**config.mk**
```make
export PLATFORM = sky130hd
export DESIGN_NAME = tmr_stat_flags
export DESIGN_NICKNAME = d
export VERILOG_FILES = /design/src/rtl/tmr_stat_flags.sv
export SDC_FILE = /design/constraint.sdc
export NUM_CORES = 1
export LEC_CHECK = 0
export ABC_AREA = 1
export BUFFER_PORTS_ARGS = -buffer_cell sky130_fd_sc_hd__buf_2
export CORE_MARGIN = 3
export CORE_UTILIZATION = 30
export DETAILED_ROUTE_END_ITERATION = 8
export PLACE_DENSITY = 0.77
export SYNTH_ARGS = -nofsm -noshare
export SYNTH_HDL_FRONTEND = slang
export SYNTH_SLANG_ARGS = --single-unit
```
**constraint.sdc**
```tcl
create_clock -name clk -period 0.8 [get_ports clk]
set_input_delay 0.2 -clock clk [delete_from_list [all_inputs] [get_ports clk]]
set_output_delay 0.2 -clock clk [all_outputs]
set_load 0.05 [all_outputs]
```
**src/rtl/tmr_stat_flags.sv**
```systemverilog
module tmr_stat_flags #(
  parameter int CNT_W = 16
) (
  input  logic             clk,
  input  logic             rst_n,
  input  logic             stby,
  input  logic             rd_en,
  input  logic             wr_en,
  input  logic [7:0]       wdata,
  output logic [7:0]       rdata,
  input  logic             evt_cmp_a,
  input  logic             evt_cmp_b,
  input  logic             cnt_step,
  input  logic             cnt_down,
  input  logic [CNT_W-1:0] cnt_val,
  input  logic [2:0]       ien,
  output logic [2:0]       irq
);
  localparam logic [CNT_W-1:0] CNT_MAX = '1;
  localparam logic [CNT_W-1:0] CNT_MIN = '0;

  logic [2:0] flag_q, armed_q, set_v, clr_v;
  logic       wrap;

  assign wrap  = cnt_step & (cnt_down ? (cnt_val == CNT_MIN) : (cnt_val == CNT_MAX));
  assign set_v = {wrap, evt_cmp_b, evt_cmp_a};
  assign clr_v = wr_en ? (armed_q & ~wdata[2:0]) : 3'b000;

  always_ff @(posedge clk or negedge rst_n) begin
    if (!rst_n) begin
      flag_q  <= '0;
      armed_q <= '0;
    end else if (stby) begin
      flag_q  <= '0;
      armed_q <= '0;
    end else begin
      flag_q  <= set_v | (flag_q & ~clr_v);
      armed_q <= wr_en ? 3'b000 : (armed_q | (rd_en ? flag_q : 3'b000));
    end
  end

  assign rdata = {5'b11111, flag_q};
  assign irq   = flag_q & ien;
endmodule

```
==> flow_metrics.env, run 1 <==
export IMPL_cts_tree="done"
export IMPL_place_inst=128
export IMPL_clk_latency_ps=260
export IMPL_switching_share=0.3504
export IMPL_antenna_found_initial=0
export IMPL_grt_max_degree=7
export IMPL_dr_total_vias=574
export IMPL_start_util=0.3346
export IMPL_power_density_nw_per_um2=1271
export IMPL_p_int_mw=0.6593
export IMPL_cts_buffer_depth=2
export IMPL_ys_warn_count=0
export IMPL_htree_levels=1
export IMPL_cap_violations=0
export IMPL_preCtsSetupSlack_ps=-194.3
export IMPL_ys_seq_elements=6
export IMPL_critPathKind="flop to primary output"
export IMPL_core_area_sq_um=1350
export IMPL_max_vdd_ir_drop_mv=0.7787
export IMPL_end_kind="primary output"
export IMPL_place_gp_congestion=0.7212
export IMPL_violations="negative setup slack"
export IMPL_timing_fmax_mhz=815.9
export IMPL_grt_pass1_wl_microns=2076
export IMPL_die_w_microns=44.80
export IMPL_pwr_share_comb=0.367
export IMPL_setup_viol=12
export IMPL_crit_path_max_fanout=2
export IMPL_viasPerCell=4.252
export IMPL_clock_sinks=6
export IMPL_leakage_nw=0.4391
export IMPL_instances_no_fill=135
export IMPL_drcViolationCount=0
export IMPL_clkTransAtPathRegs_ps=50
export IMPL_clockRootBuffer="clkbuf_4"
export IMPL_die_area_sq_um=2007
export IMPL_numCtsBuffers=3
export IMPL_die_h_microns=44.80
export IMPL_area_growth_syn_to_layout_pct=76.73
export IMPL_status="finished with violations"
export IMPL_wl_per_cell_microns=11.16
export IMPL_period_share=1.532
export IMPL_dpl_hpwl_microns=1036
export IMPL_finClkSkew_ps=11.01
export IMPL_grt_pass1_vias=500
export IMPL_drt_iter0_markers=7
export IMPL_final_nets=157
export IMPL_ant_nets=0
export IMPL_hold_viol=0
export IMPL_required_ps=600
export IMPL_fin_crit_ps=1226
export IMPL_grtUsageTotal=0.1485
export IMPL_synth_area_sq_um=451.7
export IMPL_yosys_cell_types_count=10
export IMPL_arrival_ps=1030
export IMPL_pwr_share_seq=0.324
export IMPL_seq_area_frac_synth=0.3324
export IMPL_fillCellCount=134
export IMPL_start_kind="flop"
export IMPL_ios=47
export IMPL_fin_ws_ps=-425.7
export IMPL_core_rowCount=13
export IMPL_switchingPower_mw=0.3556
export IMPL_wirelength_microns=1506
export IMPL_firstDrtPassIters=4
export IMPL_hp_class="input port to flop"
export IMPL_holdWs_ps=135.1
export IMPL_pwr_share_clk=0.308
export IMPL_num_antenna_cells=0
export IMPL_maxSlewViolCount=0
export IMPL_grt_overflow_total=0
export IMPL_rsz0062_at_grt="yes"
export IMPL_io_buffers=36
export IMPL_final_core_util=0.5913
export IMPL_layout_drive_gt1_share=0.4917
export IMPL_syn_inst=75
export IMPL_synth_area_per_cell_sq_um=6.022
-- metal layers --
layer,part of all wire,global-route usage,up-vias
li1,-,-,302
met1,0.32,0.1404,241
met2,0.59,0.2808,26
met3,0.079,0.06375,5
met4,0.015,0.05263,0
met5,0,0,-
-- cell type report --
cell class / count / area, sq um / share of cell area
multi-input cells: 56 / 259.0 / 0.3245
flip-flops and latches: 6 / 153.9 / 0.1928
clock buffers: 4 / 26.28 / 0.03292
repair buffers: 42 / 284.0 / 0.3558
well taps: 15 / 18.77 / 0.02351
inverters: 12 / 56.30 / 0.07053
-- cells by family after synthesis --
kind of cell / share of synthesized area
compound gates: 0.1080
buf+inv: 0.1828
flops: 0.3324
other cells: 0.008302
simple gates: 0.3684
-- critical path, cell delays in order (launching register included) --
cell	delay (ps)
dfrtp_2	420
nand2_2	90
clkinvlp_4	100
buf_6	160
-- path summary, 6_finish.rpt --
path,startpoint,endpoint,slack (ps),depth (start not counted)
setup / recovery,flag_q[2]$_DFF_PN0_,irq[2],-430,3
hold / removal,stby,flag_q[0]$_DFF_PN0_,140,2
setup reg to reg,flag_q[2]$_DFF_PN0_,armed_q[2]$_DFF_PN0_,-150,6
hold reg to reg,armed_q[1]$_DFF_PN0_,armed_q[1]$_DFF_PN0_,530,4
max in group asynchronous,rst_n,flag_q[2]$_DFF_PN0_,300,2
min in group asynchronous,rst_n,flag_q[0]$_DFF_PN0_,340,2
-- stage by stage --
step	total power [mW]	TNS, ps	instance area (sq um)
after floorplan	0.5286	-939.9	489.2
after global placement	0.6322	-625.5	673.1
after detailed placement	0.6415	-854.4	673.1
after CTS	0.9882	-2409	760.7
after global routing	1.085	-3241	798.3
final	1.015	-2772	798.3
-- synth_stat cells --
master	instances	area, sq um
a21oi_1	3	15.01
buf_4	5	37.54
o31ai_1	3	22.52
nor2_1	15	56.30
dfrtp_1	6	150.1
conb_1	1	3.750
inv_1	12	45.04
nand2_1	28	105.1
nand3_1	1	5.000
o21bai_2	1	11.26
-- sequential cells by signal, summed over array words and instances (netlist names) --
signal,flops
flag_q,3
armed_q,3
-- timing repair --
| item | 4_1_cts | 5_1_grt |
|---|---|---|
| resized for setup | 13 | 11 |
| pin swaps | 0 | 1 |
| cloned | 0 | 0 |
| hold buffers | 1 | 0 |
| setup endpoints to repair | 12 | 12 |
| setup buffers | 2 | 2 |
| endpoints found under the hold margin | 6 | 0 |
-- layout by cell type (no fill, tap or decap), drive strengths merged --
master and n:
nand3 1, clkbuf 4, dlygate4sd3 1, dfrtp 6
a21oi 3, conb 5, o31ai 3, inv 9
clkinvlp 3, nand2 28, o21bai 1, nor2 15
buf 41
-- power by group through the flow --
stage	sequential, mW	combinational [mW]	clock [mW]
floorplan	0.368	0.160	0
finish	0.329	0.373	0.313
global route	0.330	0.401	0.353
global placement	0.332	0.300	0
detailed placement	0.334	0.307	0
CTS	0.330	0.340	0.318
Note: power is estimated with default switching activity, not from simulation.
==> inputs of run 2 (changes only) <==
--- a/config.mk
+++ b/config.mk
@@ -8,9 +8,9 @@
 export ABC_AREA = 1
 export BUFFER_PORTS_ARGS = -buffer_cell sky130_fd_sc_hd__buf_2
 export CORE_MARGIN = 3
-export CORE_UTILIZATION = 30
+export CORE_UTILIZATION = 33
 export DETAILED_ROUTE_END_ITERATION = 8
-export PLACE_DENSITY = 0.77
+export PLACE_DENSITY = 0.8
 export SYNTH_ARGS = -nofsm -noshare
 export SYNTH_HDL_FRONTEND = slang
 export SYNTH_SLANG_ARGS = --single-unit
==> constraint.sdc (replaced) <==
create_clock -name clk -period 1.2 [get_ports clk]
set_input_delay 0.3 -clock clk [delete_from_list [all_inputs] [get_ports clk]]
set_output_delay 0.3 -clock clk [all_outputs]
set_load 0.05 [all_outputs]
==> flow_metrics.env, run 2 (synthesis gave the netlist of run 1 again) <==
export IMPL_fillCellCount=114
export IMPL_maxSlewViolCount=0
export IMPL_area_growth_syn_to_layout_pct=62.05
export IMPL_finClkSkew_ps=9.410
export IMPL_ios=47
export IMPL_end_kind="primary output"
export IMPL_htree_levels=1
export IMPL_cap_violations=0
export IMPL_drt_iter0_markers=6
export IMPL_grtUsageTotal=0.1490
export IMPL_crit_path_max_fanout=3
export IMPL_critPathKind="flop to primary output"
export IMPL_layout_commonest_cell="buf_2"
export IMPL_place_gp_congestion=0.7185
export IMPL_drcViolationCount=0
export IMPL_timing_fmax_mhz=782.7
export IMPL_hp_class="input port to flop"
export IMPL_period_share=1.065
export IMPL_dpl_hpwl_microns=982.3
export IMPL_dr_total_vias=560
export IMPL_postPlaceCellArea_sq_um=641.9
export IMPL_core_area_sq_um=1186
export IMPL_clkTransAtPathRegs_ps=50
export IMPL_critPathMaxStageDelay_ps=410
export IMPL_wl_per_cell_microns=9.038
export IMPL_clk_latency_ps=250
export IMPL_io_buffers=36
export IMPL_path_delay_family="flip-flops"
export IMPL_reg_top3="armed_q: 3 flops, flag_q: 3 flops"
export IMPL_layout_common_cells="31 x buf_2, 25 x nand2_1, 15 x nor2_1"
export IMPL_arrival_ps=980
export IMPL_cp_slowest_cell="dfrtp_2"
export IMPL_wirelength_microns=1193
export IMPL_place_inst=124
export IMPL_antenna_found_initial=0
export IMPL_cts_buffer_depth=2
export IMPL_status="finished with violations"
export IMPL_fin_ws_ps=-77.64
export IMPL_start_kind="flop"
export IMPL_ant_nets=0
export IMPL_die_h_microns=43.00
export IMPL_cp_cell_sequence="nand2_2 > clkinvlp_4 > buf_6"
export IMPL_clockRootBuffer="clkbuf_4"
export IMPL_leakage_nw=0.4179
export IMPL_path_buf_inv=2
export IMPL_core_rowCount=12
export IMPL_grt_max_degree=7
export IMPL_die_w_microns=43.00
export IMPL_cts_tree="done"
export IMPL_fin_crit_ps=1278
export IMPL_num_antenna_cells=0
export IMPL_ff_latch_area_sq_um=153.9
export IMPL_max_vdd_ir_drop_mv=0.5330
export IMPL_stdcell_area_sq_um=732.0
export IMPL_violations="negative setup slack"
export IMPL_power_density_nw_per_um2=876.1
export IMPL_setup_viol=4
export IMPL_hold_viol=0
export IMPL_grt_overflow_total=0
export IMPL_viasPerCell=4.242
export IMPL_multi_input_area_sq_um=241.5
export IMPL_instances_no_fill=132
export IMPL_die_area_sq_um=1849
export IMPL_clock_sinks=6
export IMPL_final_nets=155
export IMPL_grt_pass1_vias=501
export IMPL_final_core_util=0.6171
export IMPL_layout_drive_gt1_share=0.4407
export IMPL_grt_pass1_wl_microns=1945
export IMPL_numCtsBuffers=3
export IMPL_firstDrtPassIters=2
export IMPL_required_ps=900
export IMPL_start_util=0.3808
export IMPL_rsz0062_at_grt="yes"
run 2: changes by cell type in the layout (fill, tap and decap cells not counted), moves of 2 or more:
cell / delta
buf_6: -4
buf_8: -2
o31ai_2: -2
nand2_1: +3
o31ai_1: +2
buf_4: +3
nand2_2: -3
run 2: layer usage:
layer | global-route usage | up-vias | part of all wire
li1 | - | 298 | -
met1 | 0.1392 | 240 | 0.32
met2 | 0.2545 | 20 | 0.58
met3 | 0.07627 | 2 | 0.075
met4 | 0.09036 | 0 | 0.019
met5 | 0 | - | 0
run 2: through the flow:
step / hold slack, ps / setup WS (ps) / power [mW] / TNS, ps
3_3_place_gp: 129.4 / 120.3 / 0.4090 / 0
4_1_cts: 235.4 / -83.33 / 0.6465 / -242.7
5_1_grt: 224.9 / -136.4 / 0.6908 / -419.6
3_5_place_dp: 132.7 / 107.7 / 0.4139 / 0
6_report: 239.0 / -77.64 / 0.6413 / -225.2
2_1_floorplan: 4.409 / 2.396 / 0.3506 / 0
run 2: report_power, final:
group / internal, mW / leakage, nW / switching, mW
clock: 0.126 / 0.0150 / 0.0806
combinational: 0.0811 / 0.327 / 0.133
sequential: 0.213 / 0.0760 / 0.00688
run 2: cell type report:
type	instances	share of cell area
multi-input cells	56	0.3299
repair buffers	40	0.3231
flip-flops and latches	6	0.2103
inverters	12	0.07692
clock buffers	4	0.03590
well taps	14	0.02393
run 2: final timing paths:
| path | startpoint | end | slack [ps] | cells past startpoint |
|---|---|---|---|---|
| worst max-delay path | flag_q[2]$_DFF_PN0_ | irq[2] | -80 | 3 |
| worst min-delay path | stby | flag_q[0]$_DFF_PN0_ | 240 | 2 |
| worst max register to register | flag_q[2]$_DFF_PN0_ | armed_q[2]$_DFF_PN0_ | 330 | 5 |
| worst min register to register | armed_q[0]$_DFF_PN0_ | armed_q[0]$_DFF_PN0_ | 530 | 4 |
| max in group asynchronous | rst_n | flag_q[1]$_DFF_PN0_ | 640 | 2 |
| min in group asynchronous | rst_n | flag_q[0]$_DFF_PN0_ | 400 | 2 |
run 2: what timing repair did:
action | in CTS | in global routing
endpoints found under the setup margin | 6 | 6
hold buffers | 1 | 0
resized for setup | 9 | 4
hold endpoints to repair | 6 | 0
buffers inserted | 3 | 0
pin swaps | 0 | 1
run 2: worst reg2reg max path, delay by kind of cell, from the launching register on:
family                 cells  cell delay, ps
buffers and inverters      2             180
DFF                        1             410
and+or+nand+nor            3             170
==> inputs of run 3 (changes only) <==
==> config.mk (replaced) <==
export PLATFORM = sky130hd
export DESIGN_NAME = tmr_stat_flags
export DESIGN_NICKNAME = d
export VERILOG_FILES = /design/src/rtl/tmr_stat_flags.sv
export SDC_FILE = /design/constraint.sdc
export NUM_CORES = 1
export LEC_CHECK = 0
export BUFFER_PORTS_ARGS = -buffer_cell sky130_fd_sc_hd__buf_2
export CORE_AREA = 3 3 40 42
export DETAILED_ROUTE_END_ITERATION = 8
export DIE_AREA = 0 0 43 45
export PLACE_DENSITY = 0.76
export SKIP_LAST_GASP = 1
export SYNTH_ARGS = -nofsm -noshare
export SYNTH_HDL_FRONTEND = slang
export SYNTH_SLANG_ARGS = --single-unit
==> flow_metrics.env, run 3 <==
export IMPL_status="finished with violations"
export IMPL_violations="negative setup slack"
export IMPL_layout_common_cells="31 x buf_2, 5 x a21oi_1, 5 x conb_1, 5 x clkbuf_4"
export IMPL_dpl_hpwl_microns=990.5
export IMPL_place_inst=97
export IMPL_drcViolationCount=0
export IMPL_cts_buffer_depth=2
export IMPL_synth_area_leader_cell="dfrtp_1"
export IMPL_core_rowCount=13
export IMPL_crit_end="irq[1]"
export IMPL_drt_iter0_markers=4
export IMPL_cap_violations=0
export IMPL_setup_viol=3
export IMPL_wl_per_cell_microns=12.04
export IMPL_grt_pass1_vias=480
export IMPL_rr_endpoint="flag_q[2]$_DFF_PN0_"
export IMPL_synth_most_common_cell="dfrtp_1"
export IMPL_fin_ws_ps=-45.05
export IMPL_numCtsBuffers=3
export IMPL_num_antenna_cells=0
export IMPL_hp_class="input port to flop"
export IMPL_wirelength_microns=1252
export IMPL_regToRegSetupSlack_ps=60
export IMPL_critPathKind="flop to primary output"
export IMPL_reg2reg_depth=5
export IMPL_firstDrtPassIters=3
export IMPL_required_ps=900
export IMPL_synth_area_sq_um=381.6
export IMPL_io_buffers=36
export IMPL_holdWs_ps=280.4
export IMPL_maxSlewViolCount=0
export IMPL_instances_no_fill=104
export IMPL_synthArstFlopShare=1.000
export IMPL_seq_area_frac_synth=0.3934
export IMPL_place_gp_congestion=0.7293
export IMPL_syn_inst=45
export IMPL_cp_slowest_cell="dfrtp_2"
export IMPL_start_kind="flop"
export IMPL_grtUsageTotal=0.1318
export IMPL_start_util=0.2970
export IMPL_r2r_start="flag_q[2]$_DFF_PN0_"
export IMPL_critPathMaxStageDelay_ps=420
export IMPL_area_growth_syn_to_layout_pct=75.74
export IMPL_ys_seq_elements=6
export IMPL_yosys_cell_types_count=17
export IMPL_fillCellCount=125
export IMPL_max_vdd_ir_drop_mv=0.2947
export IMPL_ys_warn_count=0
export IMPL_ios=47
export IMPL_finClkSkew_ps=4.779
export IMPL_power_density_nw_per_um2=900.3
export IMPL_end_kind="primary output"
export IMPL_leakage_nw=0.3406
export IMPL_crit_path_max_fanout=4
export IMPL_preCtsSetupSlack_ps=-28.34
export IMPL_crit_path_start="flag_q[1]$_DFF_PN0_"
export IMPL_netlist_top_cells_count="6 x dfrtp_1, 5 x a21oi_1, 5 x buf_4"
export IMPL_grt_max_degree=7
export IMPL_synth_ff_type="dfrtp_1"
export IMPL_period_share=1.038
export IMPL_clock_sinks=6
export IMPL_final_nets=126
export IMPL_clkTransAtPathRegs_ps=50
export IMPL_timing_fmax_mhz=803.2
export IMPL_cts_tree="done"
export IMPL_layout_commonest_cell="buf_2"
export IMPL_core_area_sq_um=1285
export IMPL_die_h_microns=45
export IMPL_grt_pass1_wl_microns=1883
export IMPL_grt_overflow_total=0
export IMPL_synth_area_leaders="dfrtp_1 39%, buf_4 9.8%, a21oi_1 6.6%"
export IMPL_dr_total_vias=493
export IMPL_die_area_sq_um=1935
export IMPL_htree_levels=1
export IMPL_die_w_microns=43
export IMPL_fin_crit_ps=1245
export IMPL_reg_top3="armed_q: 3 flops, flag_q: 3 flops"
export IMPL_viasPerCell=4.740
export IMPL_antenna_found_initial=0
export IMPL_setup_tns_final_ps=-117.9
export IMPL_rsz0062_at_grt="yes"
export IMPL_synth_area_per_cell_sq_um=8.480
export IMPL_clk_latency_ps=250
export IMPL_synth_edf_count=0
export IMPL_cp_cell_sequence="and2_4 > buf_8"
export IMPL_synth_top_cell_area_share=0.3934
export IMPL_layout_drive_gt1_share=0.5506
export IMPL_clockRootBuffer="clkbuf_4"
export IMPL_arrival_ps=950
export IMPL_ant_nets=0
export IMPL_hold_viol=0
[run 3: how the worst min path moves through the flow]
stage,from,end,depth (start not counted)
global route,evt_cmp_a,flag_q[0]$_DFF_PN0_,3
detailed placement,rst_n,armed_q[0]$_DFF_PN0_,1
finish,evt_cmp_a,flag_q[0]$_DFF_PN0_,3
global placement,rst_n,armed_q[0]$_DFF_PN0_,1
floorplan,rst_n,armed_q[0]$_DFF_PN0_,0
CTS,evt_cmp_a,flag_q[0]$_DFF_PN0_,3
[run 3: worst max-delay path: cells and delay by family, from the launching register on]
family | cells | cell delay [ps]
and+or+nand+nor | 1 | 150
buffers and inverters | 1 | 140
DFF | 1 | 420
[run 3: cell families (layout without fill, tap and decap cells)]
group,Yosys count,in the layout,share of synthesized area
simple gates,24,24,0.3705
buf+inv,6,46,0.1082
compound gates,8,8,0.1180
flops,6,6,0.3934
other cells,1,5,0.009827
[run 3: layout make-up]
type                    count  area (sq um)  share of cell area
flip-flops and latches      6         153.9              0.2295
inverters                   1         3.754            0.005597
multi-input cells          37         212.7              0.3172
well taps                  15         18.77             0.02799
clock buffers               4         26.28             0.03918
repair buffers             41         255.2              0.3806
[run 3: what timing repair did]
| action | 4_1_cts | 5_1_grt |
|---|---|---|
| setup endpoints to repair | 3 | 5 |
| resized for setup | 12 | 2 |
| pin swaps | 1 | 0 |
| endpoints found under the hold margin | 6 | 0 |
| setup buffers | 2 | 0 |
| hold buffers | 1 | 0 |
[run 3: layer usage]
layer | routed length [microns] | part of all wire | GRT usage
met1 | 424 | 0.34 | 0.1358
met2 | 762 | 0.61 | 0.2605
met3 | 64 | 0.051 | 0.02390
met4 | 0 | 0 | 0.05422
met5 | 0 | 0 | 0
[run 3: metrics by stage]
stage	area, sq um	power (mW)	util
after floorplan	404.1	0.3131	-
after global placement	580.6	0.3760	0.4518
after detailed placement	580.6	0.3805	0.4518
after CTS	665.6	0.6057	0.5180
after global routing	670.6	0.6326	0.5219
final	670.6	0.6038	0.5219
[run 3: report_power, final]
part	switching, mW	internal (mW)	total [mW]	leakage [nW]
Combinational	0.110	0.0717	0.182	0.249
Clock	0.0807	0.126	0.207	0.0150
Sequential	0.00495	0.210	0.215	0.0764
